### config.mk
export PLATFORM = sky130hd
export DESIGN_NAME = mm_addr_gen
export DESIGN_NICKNAME = d
export VERILOG_FILES = /design/src/rtl/mm_addr_gen_pkg.sv /design/src/rtl/mag_reg_bank.sv /design/src/rtl/mag_bit_rev.sv /design/src/rtl/mag_next_addr.sv /design/src/rtl/mm_addr_gen.sv
export SDC_FILE = /design/constraint.sdc
export NUM_CORES = 1
export LEC_CHECK = 0
export BUFFER_PORTS_ARGS = -buffer_cell sky130_fd_sc_hd__buf_2
export CORE_MARGIN = 8
export CORE_UTILIZATION = 55
export DETAILED_ROUTE_END_ITERATION = 7
export PLACE_DENSITY = 0.72
export REMOVE_ABC_BUFFERS = 1
export SETUP_SLACK_MARGIN = 0.2
export SYNTH_ARGS = -nofsm -noshare
export SYNTH_HDL_FRONTEND = slang
export SYNTH_SLANG_ARGS = --single-unit
### constraint.sdc
create_clock -name clk -period 9.7 [get_ports clk]
set_clock_uncertainty 0.15 [all_clocks]
set_input_delay 0.97 -clock clk [delete_from_list [all_inputs] [get_ports clk]]
set_output_delay 0.97 -clock clk [all_outputs]
set_load 0.01 [all_outputs]
### src/rtl/mm_addr_gen_pkg.sv
package mm_addr_gen_pkg;

  typedef enum logic [2:0] {
    MD_HOLD = 3'd0,
    MD_INC  = 3'd1,
    MD_DEC  = 3'd2,
    MD_CINC = 3'd3,
    MD_CDEC = 3'd4,
    MD_BREV = 3'd5,
    MD_FIR  = 3'd6,
    MD_RSV  = 3'd7
  } agu_mode_e;

  function automatic logic mode_moves(agu_mode_e m);
    return (m == MD_INC) || (m == MD_DEC) || (m == MD_CINC) ||
           (m == MD_CDEC) || (m == MD_BREV);
  endfunction

endpackage

### src/rtl/mag_reg_bank.sv
module mag_reg_bank #(
  parameter int AW   = 32,
  parameter int NB   = 3,
  parameter int SELW = 3,
  parameter int BSW  = 2
) (
  input  logic            clk,
  input  logic            rst,
  input  logic            wr_en,
  input  logic [SELW-1:0] wr_sel,
  input  logic [AW-1:0]   wr_data,
  input  logic [BSW-1:0]  base_sel,
  output logic [AW-1:0]   base_val,
  output logic [AW-1:0]   lo_val,
  output logic [AW-1:0]   hi_val
);

  localparam logic [SELW-1:0] LO_CODE = SELW'(NB);
  localparam logic [SELW-1:0] HI_CODE = SELW'(NB + 1);

  logic [AW-1:0] base_r [NB];
  logic [AW-1:0] lo_r;
  logic [AW-1:0] hi_r;

  always_ff @(posedge clk) begin
    if (rst) begin
      for (int i = 0; i < NB; i++) base_r[i] <= '0;
      lo_r <= '0;
      hi_r <= '0;
    end else if (wr_en) begin
      for (int i = 0; i < NB; i++)
        if (wr_sel == SELW'(i)) base_r[i] <= wr_data;
      if (wr_sel == LO_CODE) lo_r <= wr_data;
      if (wr_sel == HI_CODE) hi_r <= wr_data;
    end
  end

  always_comb begin
    base_val = base_r[0];
    for (int i = 0; i < NB; i++)
      if (base_sel == BSW'(i)) base_val = base_r[i];
  end

  assign lo_val = lo_r;
  assign hi_val = hi_r;


  lo_write_chk: assert property (@(posedge clk) disable iff (rst)
    (wr_en && wr_sel == LO_CODE) |=> (lo_val == $past(wr_data)));


  hi_write_chk: assert property (@(posedge clk) disable iff (rst)
    (wr_en && wr_sel == HI_CODE) |=> (hi_val == $past(wr_data)));

endmodule

### src/rtl/mag_bit_rev.sv
module mag_bit_rev #(
  parameter int IW  = 12,
  parameter int MSW = 4
) (
  input  logic [IW-1:0]  idx,
  input  logic [MSW-1:0] m,
  output logic [IW-1:0]  rev
);

  always_comb begin
    rev = '0;
    for (int i = 0; i < IW; i++)
      for (int j = 0; j < IW; j++)
        if ((i < int'(m)) && (j == int'(m) - 1 - i))
          rev[i] = idx[j];
  end

endmodule

### src/rtl/mag_next_addr.sv
module mag_next_addr
  import mm_addr_gen_pkg::*;
#(
  parameter int AW  = 32,
  parameter int SW  = 4,
  parameter int IW  = 12
) (
  input  agu_mode_e       mode,
  input  logic [AW-1:0]   cur,
  input  logic [SW-1:0]   step,
  input  logic [AW-1:0]   lo,
  input  logic [AW-1:0]   hi,
  input  logic [AW-1:0]   origin,
  input  logic [IW-1:0]   rev_idx,
  output logic [AW-1:0]   nxt
);

  localparam int EW = AW + 2;
  localparam logic signed [EW-1:0] ONE = EW'(1);

  logic signed [EW-1:0] cur_s, step_s, lo_s, hi_s;
  logic signed [EW-1:0] sum_s, dif_s, tmp_s;
  logic [AW-1:0] rev_ofs;

  always_comb begin
    cur_s  = $signed({2'b00, cur});
    step_s = $signed({{(EW-SW){1'b0}}, step});
    lo_s   = $signed({2'b00, lo});
    hi_s   = $signed({2'b00, hi});
    sum_s  = cur_s + step_s;
    dif_s  = cur_s - step_s;
    rev_ofs = '0;
    rev_ofs[IW+1:0] = {rev_idx, 2'b00};
    tmp_s  = cur_s;
    case (mode)
      MD_INC:  tmp_s = sum_s;
      MD_DEC:  tmp_s = dif_s;
      MD_CINC: tmp_s = (sum_s > hi_s) ? (lo_s + (sum_s - hi_s - ONE)) : sum_s;
      MD_CDEC: tmp_s = (dif_s < lo_s) ? (hi_s - (lo_s - dif_s - ONE)) : dif_s;
      default: tmp_s = cur_s;
    endcase
    if (mode == MD_BREV) nxt = origin + rev_ofs;
    else                 nxt = tmp_s[AW-1:0];
  end

endmodule

### src/rtl/mm_addr_gen.sv
module mm_addr_gen
  import mm_addr_gen_pkg::*;
#(
  parameter int AW   = 32,
  parameter int OFSW = 12,
  parameter int SW   = 4,
  parameter int NB   = 3,
  parameter int IW   = 12,
  parameter int MSW  = 4
) (
  input  logic            clk,
  input  logic            rst,
  input  logic            reg_wr_en,
  input  logic [2:0]      reg_wr_sel,
  input  logic [AW-1:0]   reg_wr_data,
  input  logic            cmd_start,
  input  logic [2:0]      cmd_mode,
  input  logic            cmd_addr_upd,
  input  logic [OFSW-1:0] cmd_offset,
  input  logic [SW-1:0]   cmd_step,
  input  logic [1:0]      cmd_base_sel,
  input  logic [MSW-1:0]  cmd_fft_log2,
  input  logic            advance,
  output logic [AW-1:0]   addr_out
);

  localparam logic [MSW-1:0] M_CAP = MSW'(IW);

  logic [AW-1:0]  base_val, lo_val, hi_val;
  logic [AW-1:0]  init_addr, nxt_addr;
  logic [AW-1:0]  addr_q, origin_q;
  logic [IW-1:0]  idx_q, idx_nxt, idx_mask, rev_idx;
  logic [SW-1:0]  step_q;
  logic [MSW-1:0] m_q, m_eff;
  agu_mode_e      mode_q;

  mag_reg_bank #(.AW(AW), .NB(NB), .SELW(3), .BSW(2)) u_regs (
    .clk(clk), .rst(rst),
    .wr_en(reg_wr_en), .wr_sel(reg_wr_sel), .wr_data(reg_wr_data),
    .base_sel(cmd_base_sel),
    .base_val(base_val), .lo_val(lo_val), .hi_val(hi_val)
  );

  assign init_addr = base_val + {{(AW-OFSW){1'b0}}, cmd_offset};

  always_comb begin
    m_eff = (m_q > M_CAP) ? M_CAP : m_q;
    idx_mask = '0;
    for (int i = 0; i < IW; i++)
      if (i < int'(m_eff)) idx_mask[i] = 1'b1;
    idx_nxt = (idx_q + IW'(1)) & idx_mask;
  end

  mag_bit_rev #(.IW(IW), .MSW(MSW)) u_rev (
    .idx(idx_nxt), .m(m_eff), .rev(rev_idx)
  );

  mag_next_addr #(.AW(AW), .SW(SW), .IW(IW)) u_next (
    .mode(mode_q), .cur(addr_q), .step(step_q),
    .lo(lo_val), .hi(hi_val), .origin(origin_q),
    .rev_idx(rev_idx), .nxt(nxt_addr)
  );

  always_ff @(posedge clk) begin
    if (rst) begin
      addr_q   <= '0;
      origin_q <= '0;
      idx_q    <= '0;
      step_q   <= '0;
      m_q      <= '0;
      mode_q   <= MD_HOLD;
    end else if (cmd_start) begin
      mode_q <= agu_mode_e'(cmd_mode);
      step_q <= cmd_step;
      m_q    <= cmd_fft_log2;
      if (cmd_addr_upd) begin
        addr_q   <= init_addr;
        origin_q <= init_addr;
        idx_q    <= '0;
      end
    end else if (advance && mode_moves(mode_q)) begin
      addr_q <= nxt_addr;
      if (mode_q == MD_BREV) idx_q <= idx_nxt;
    end
  end

  assign addr_out = addr_q;


  upd_load_chk: assert property (@(posedge clk) disable iff (rst)
    (cmd_start && cmd_addr_upd) |=>
      (addr_out == $past(base_val) + {{(AW-OFSW){1'b0}}, $past(cmd_offset)}));


  no_upd_keep_chk: assert property (@(posedge clk) disable iff (rst)
    (cmd_start && !cmd_addr_upd) |=> $stable(addr_out));


  inc_step_chk: assert property (@(posedge clk) disable iff (rst)
    (mode_q == MD_INC && advance && !cmd_start) |=>
      (addr_out == $past(addr_out) + {{(AW-SW){1'b0}}, $past(step_q)}));


  hold_mode_chk: assert property (@(posedge clk) disable iff (rst)
    (!mode_moves(mode_q) && !cmd_start) |=> $stable(addr_out));


  cyc_range_chk: assert property (@(posedge clk) disable iff (rst)
    ((mode_q == MD_CINC || mode_q == MD_CDEC) && advance && !cmd_start &&
     !reg_wr_en && lo_val <= hi_val && addr_q >= lo_val && addr_q <= hi_val &&
     ({{(AW-SW){1'b0}}, step_q} <= hi_val - lo_val)) |=>
      (addr_out >= lo_val && addr_out <= hi_val));


  brev_idx_chk: assert property (@(posedge clk) disable iff (rst)
    (mode_q == MD_BREV && advance && !cmd_start) |=>
      (idx_q == (($past(idx_q) + IW'(1)) & $past(idx_mask))));

endmodule

==> flow_summary.rst <==
.. list-table::
   :header-rows: 1

   * - Metric
     - Value
   * - Run status
     - finished, final reports clean
   * - Unique masters post-synth
     - 89
   * - Post-Syn Area per Cell
     - 8.22 um^2
   * - Critical path's slowest cell
     - sky130_fd_sc_hd__a21boi_0
   * - Clock input transition at the sequential cells of the worst setup and hold paths
     - 0.07 ns
   * - Root buffer selected by CTS
     - sky130_fd_sc_hd__clkbuf_16
   * - Chip width
     - 220 um
   * - Worst slack at placement
     - 2.19 ns
   * - Worst Setup SP
     - m_q[2]
   * - Sequential fraction of the synthesis area
     - 0.257
   * - Delay contributed by the slowest stage of the critical path
     - 0.75 ns
   * - Row Count
     - 75
   * - Hold-fix buffers, CTS
     - 0
   * - Standard cell core area
     - 0.0416 mm^2
   * - Leakage power total
     - 9.82 nW
   * - Ranking of synthesized cells by area
     - sky130_fd_sc_hd__dfxtp_1, sky130_fd_sc_hd__edfxtp_1, sky130_fd_sc_hd__ha_1, sky130_fd_sc_hd__fa_1, sky130_fd_sc_hd__a21oi_1
   * - Fillcell total
     - 3811
   * - Ys Warns
     - 0
   * - Final routed wire length divided by cell count
     - 25.0 um
   * - Number of post-CTS setup repair buffers
     - 0
   * - # nets final
     - 3152
   * - DR pass1 iterations
     - 7
   * - Power density normalized to cell area
     - 196 mW/mm^2
   * - CTS tree
     - yes
   * - Antenna cells
     - 0
   * - Source of the worst hold timing path
     - u_regs.hi_val[1]
   * - Final Hold Viols
     - 0
   * - Crit-path most repeated cell
     - sky130_fd_sc_hd__ha_1
   * - Count of final max-slew check failures
     - 0
   * - Setup repair after global routing missed its margin
     - false
   * - Fmax achieved
     - 131 MHz
   * - Top-level port count
     - 98
   * - Largest voltage drop on the vdd net
     - 0.178 mV
   * - Flip-flop cell with the highest count after synthesis
     - sky130_fd_sc_hd__dfxtp_1
   * - Number of storage elements in the synthesis netlist
     - 247
   * - DIE AREA
     - 0.0486 mm^2
   * - Dpl hpwl
     - 65500 um
   * - Initial core utilization
     - 0.553
   * - Period minus WS final
     - 7.65 ns
   * - Global router's overall resource usage
     - 0.344
   * - Yosys top cell by area
     - sky130_fd_sc_hd__dfxtp_1
   * - Worst EP required
     - 10.06 ns
   * - Detailed-route DRC error count
     - 0
   * - Wire length of the first global-routing pass
     - 128000 um
   * - CTS H-tree depth
     - 1
   * - Total number of clock tree sinks
     - 247
   * - Area added between synthesis and finish
     - 7.90%
   * - Worst slew margin
     - 0.150
   * - Sum of negative setup slack
     - 0 ns
   * - Least-Margin Pin Slew
     - 1.27 ns
   * - Clock latency of the later-clocked register in the worst-skew pair
     - 0.60 ns
   * - Number of port buffers
     - 97
   * - DR vias/cell
     - 6.54
   * - Most common cell in the synthesized netlist
     - sky130_fd_sc_hd__nand2_1
   * - CP Max Fanout
     - 32
   * - Post-synthesis instance area
     - 0.0230 mm^2
   * - Post-DRT Antenna Nets
     - 0
   * - Worst EP arrival
     - 8.01 ns
   * - Sum of routed wire length over all layers
     - 84500 um
   * - Setup-failing EPs final
     - 0
   * - Post-CTS resize count
     - 0
   * - Routability Congestion
     - 0.991
   * - Total area of sequential cells
     - 0.00591 mm^2
   * - Synth Instances
     - 2796
   * - Clk buf depth
     - 3
   * - CP delay by family, top
     - simple AND/OR/NAND/NOR gates
   * - Crit path buffers/inverters
     - 4
   * - Critical Path End Type
     - register
   * - Kind of path behind the tightest hold check
     - register to register
   * - Worst setup SP type
     - register
   * - Commonest cells in the netlist
     - sky130_fd_sc_hd__nand2_1, sky130_fd_sc_hd__a21oi_1, sky130_fd_sc_hd__nor2_1
   * - Via count of the first global-routing pass
     - 21730
   * - Clock buffer count from CTS
     - 28
   * - Category of the critical setup timing path
     - register to register
   * - Number of violations reported at the end of detailed-routing iteration 0
     - 2241
   * - Chip height
     - 220 um
   * - Share of the synthesized area in the top cell type
     - 0.132
   * - Number of synthesized flops with an enable pin
     - 96
   * - Congestion Overflow GR
     - 0
   * - Worst path setup slack after routing
     - 2.05 ns
   * - Layout cells sized above 1
     - 0.0834
   * - Antenna violations before repair
     - 0
   * - Number of maximum-capacitance violations
     - 0
   * - Total vias in the final route
     - 22119
   * - Critical register-to-register path startpoint
     - m_q[2]
   * - Share of synthesized flip-flops with an asynchronous set or reset
     - 0
   * - Area taken by multi-input logic gates
     - 0.0160 mm^2
   * - Pin count of the biggest net entering global routing
     - 65
   * - Share of the cycle needed by the critical path after routing
     - 0.789
worst reg2reg max path: cells and delay by family (launching register included):
family	cells	cell delay, ns
compound gates	8	1.82
xor+xnor	2	0.37
fa+ha+maj	5	1.48
buf+inv	4	0.94
flops	1	0.30
simple gates	11	2.54
where the power goes:
part           internal (W)  switching [W]  total [W]
registers           0.00114      0.0000790    0.00122
logic              0.000948        0.00160    0.00255
clock network      0.000592       0.000488    0.00108
area by class of cell:
cell class / count / share of cell area
well taps: 539 / 0.0272
multi-input cells: 2268 / 0.644
repair buffers: 142 / 0.0334
inverters: 133 / 0.0201
clock buffers: 33 / 0.0290
clock inverters: 19 / 0.00782
flip-flops and latches: 247 / 0.238
cells by family after synthesis:
group	count (synthesis)	synth area share
xor gates and xnor gates	175	0.0667
buffers and inverters	281	0.0485
DFF	247	0.257
muxes	99	0.0438
AOI/OAI and AO/OA	773	0.217
and+or+nand+nor	955	0.200
adders and majority gates	266	0.167
cell usage in the layout (no fill, tap or decap), drive strengths merged, types with 28 or more instances in the layout:
master | Yosys | layout
nand3 | 53 | 53
mux2i | 87 | 87
o21ai | 142 | 142
nor2 | 219 | 219
clkbuf | 116 | 33
xnor2 | 106 | 106
nand2 | 327 | 327
nand2b | 30 | 30
ha | 199 | 199
and2 | 50 | 50
inv | 132 | 135
nand4 | 51 | 51
a22oi | 29 | 29
buf | 32 | 142
nor3 | 73 | 73
edfxtp | 96 | 96
a21oi | 247 | 247
o21a | 31 | 31
dfxtp | 151 | 151
fa | 67 | 67
nor2b | 35 | 35
a31oi | 28 | 28
a21o | 44 | 44
xor2 | 69 | 69
a211oi | 46 | 46
final timing paths:
| kind | end | slack [ns] | cells after the start |
|---|---|---|---|
| max | addr_out[27] | 2.05 | 30 |
| min | u_regs.hi_val[1] | 0.31 | 2 |
| max reg2reg | addr_out[27] | 2.05 | 30 |
| min reg2reg | u_regs.hi_val[1] | 0.31 | 2 |
sequential cells by signal, indices dropped and copies added, names as in the netlist:
| register | count |
|---|---|
| mode_q | 3 |
| u_regs.base_r | 96 |
| u_regs.lo_val | 32 |
| m_q | 4 |
| u_regs.hi_val | 32 |
| origin_q | 32 |
| step_q | 4 |
| addr_out | 32 |
| idx_q | 12 |
through the flow:
stage	std cells	area [um^2]	util	total power (W)	hold slack [ns]
5_1_grt	3381	24800	0.596	0.00510	0.332
4_1_cts	3381	24800	0.596	0.00478	0.314
3_5_place_dp	3329	23900	0.574	0.00370	0.305
3_3_place_gp	3329	23900	0.574	0.00366	0.293
2_1_floorplan	2648	22400	-	0.00291	0.280
6_report	3381	24800	0.596	0.00485	0.311
metal layers:
layer | global-route usage | wire (um) | vias up
met4 | 0.154 | 4100 | 0
met2 | 0.564 | 38600 | 1040
met1 | 0.424 | 33800 | 10646
li1 | - | - | 10178
met5 | 0 | 0 | -
met3 | 0.0839 | 7960 | 255
(Power assumes the default switching activity.)
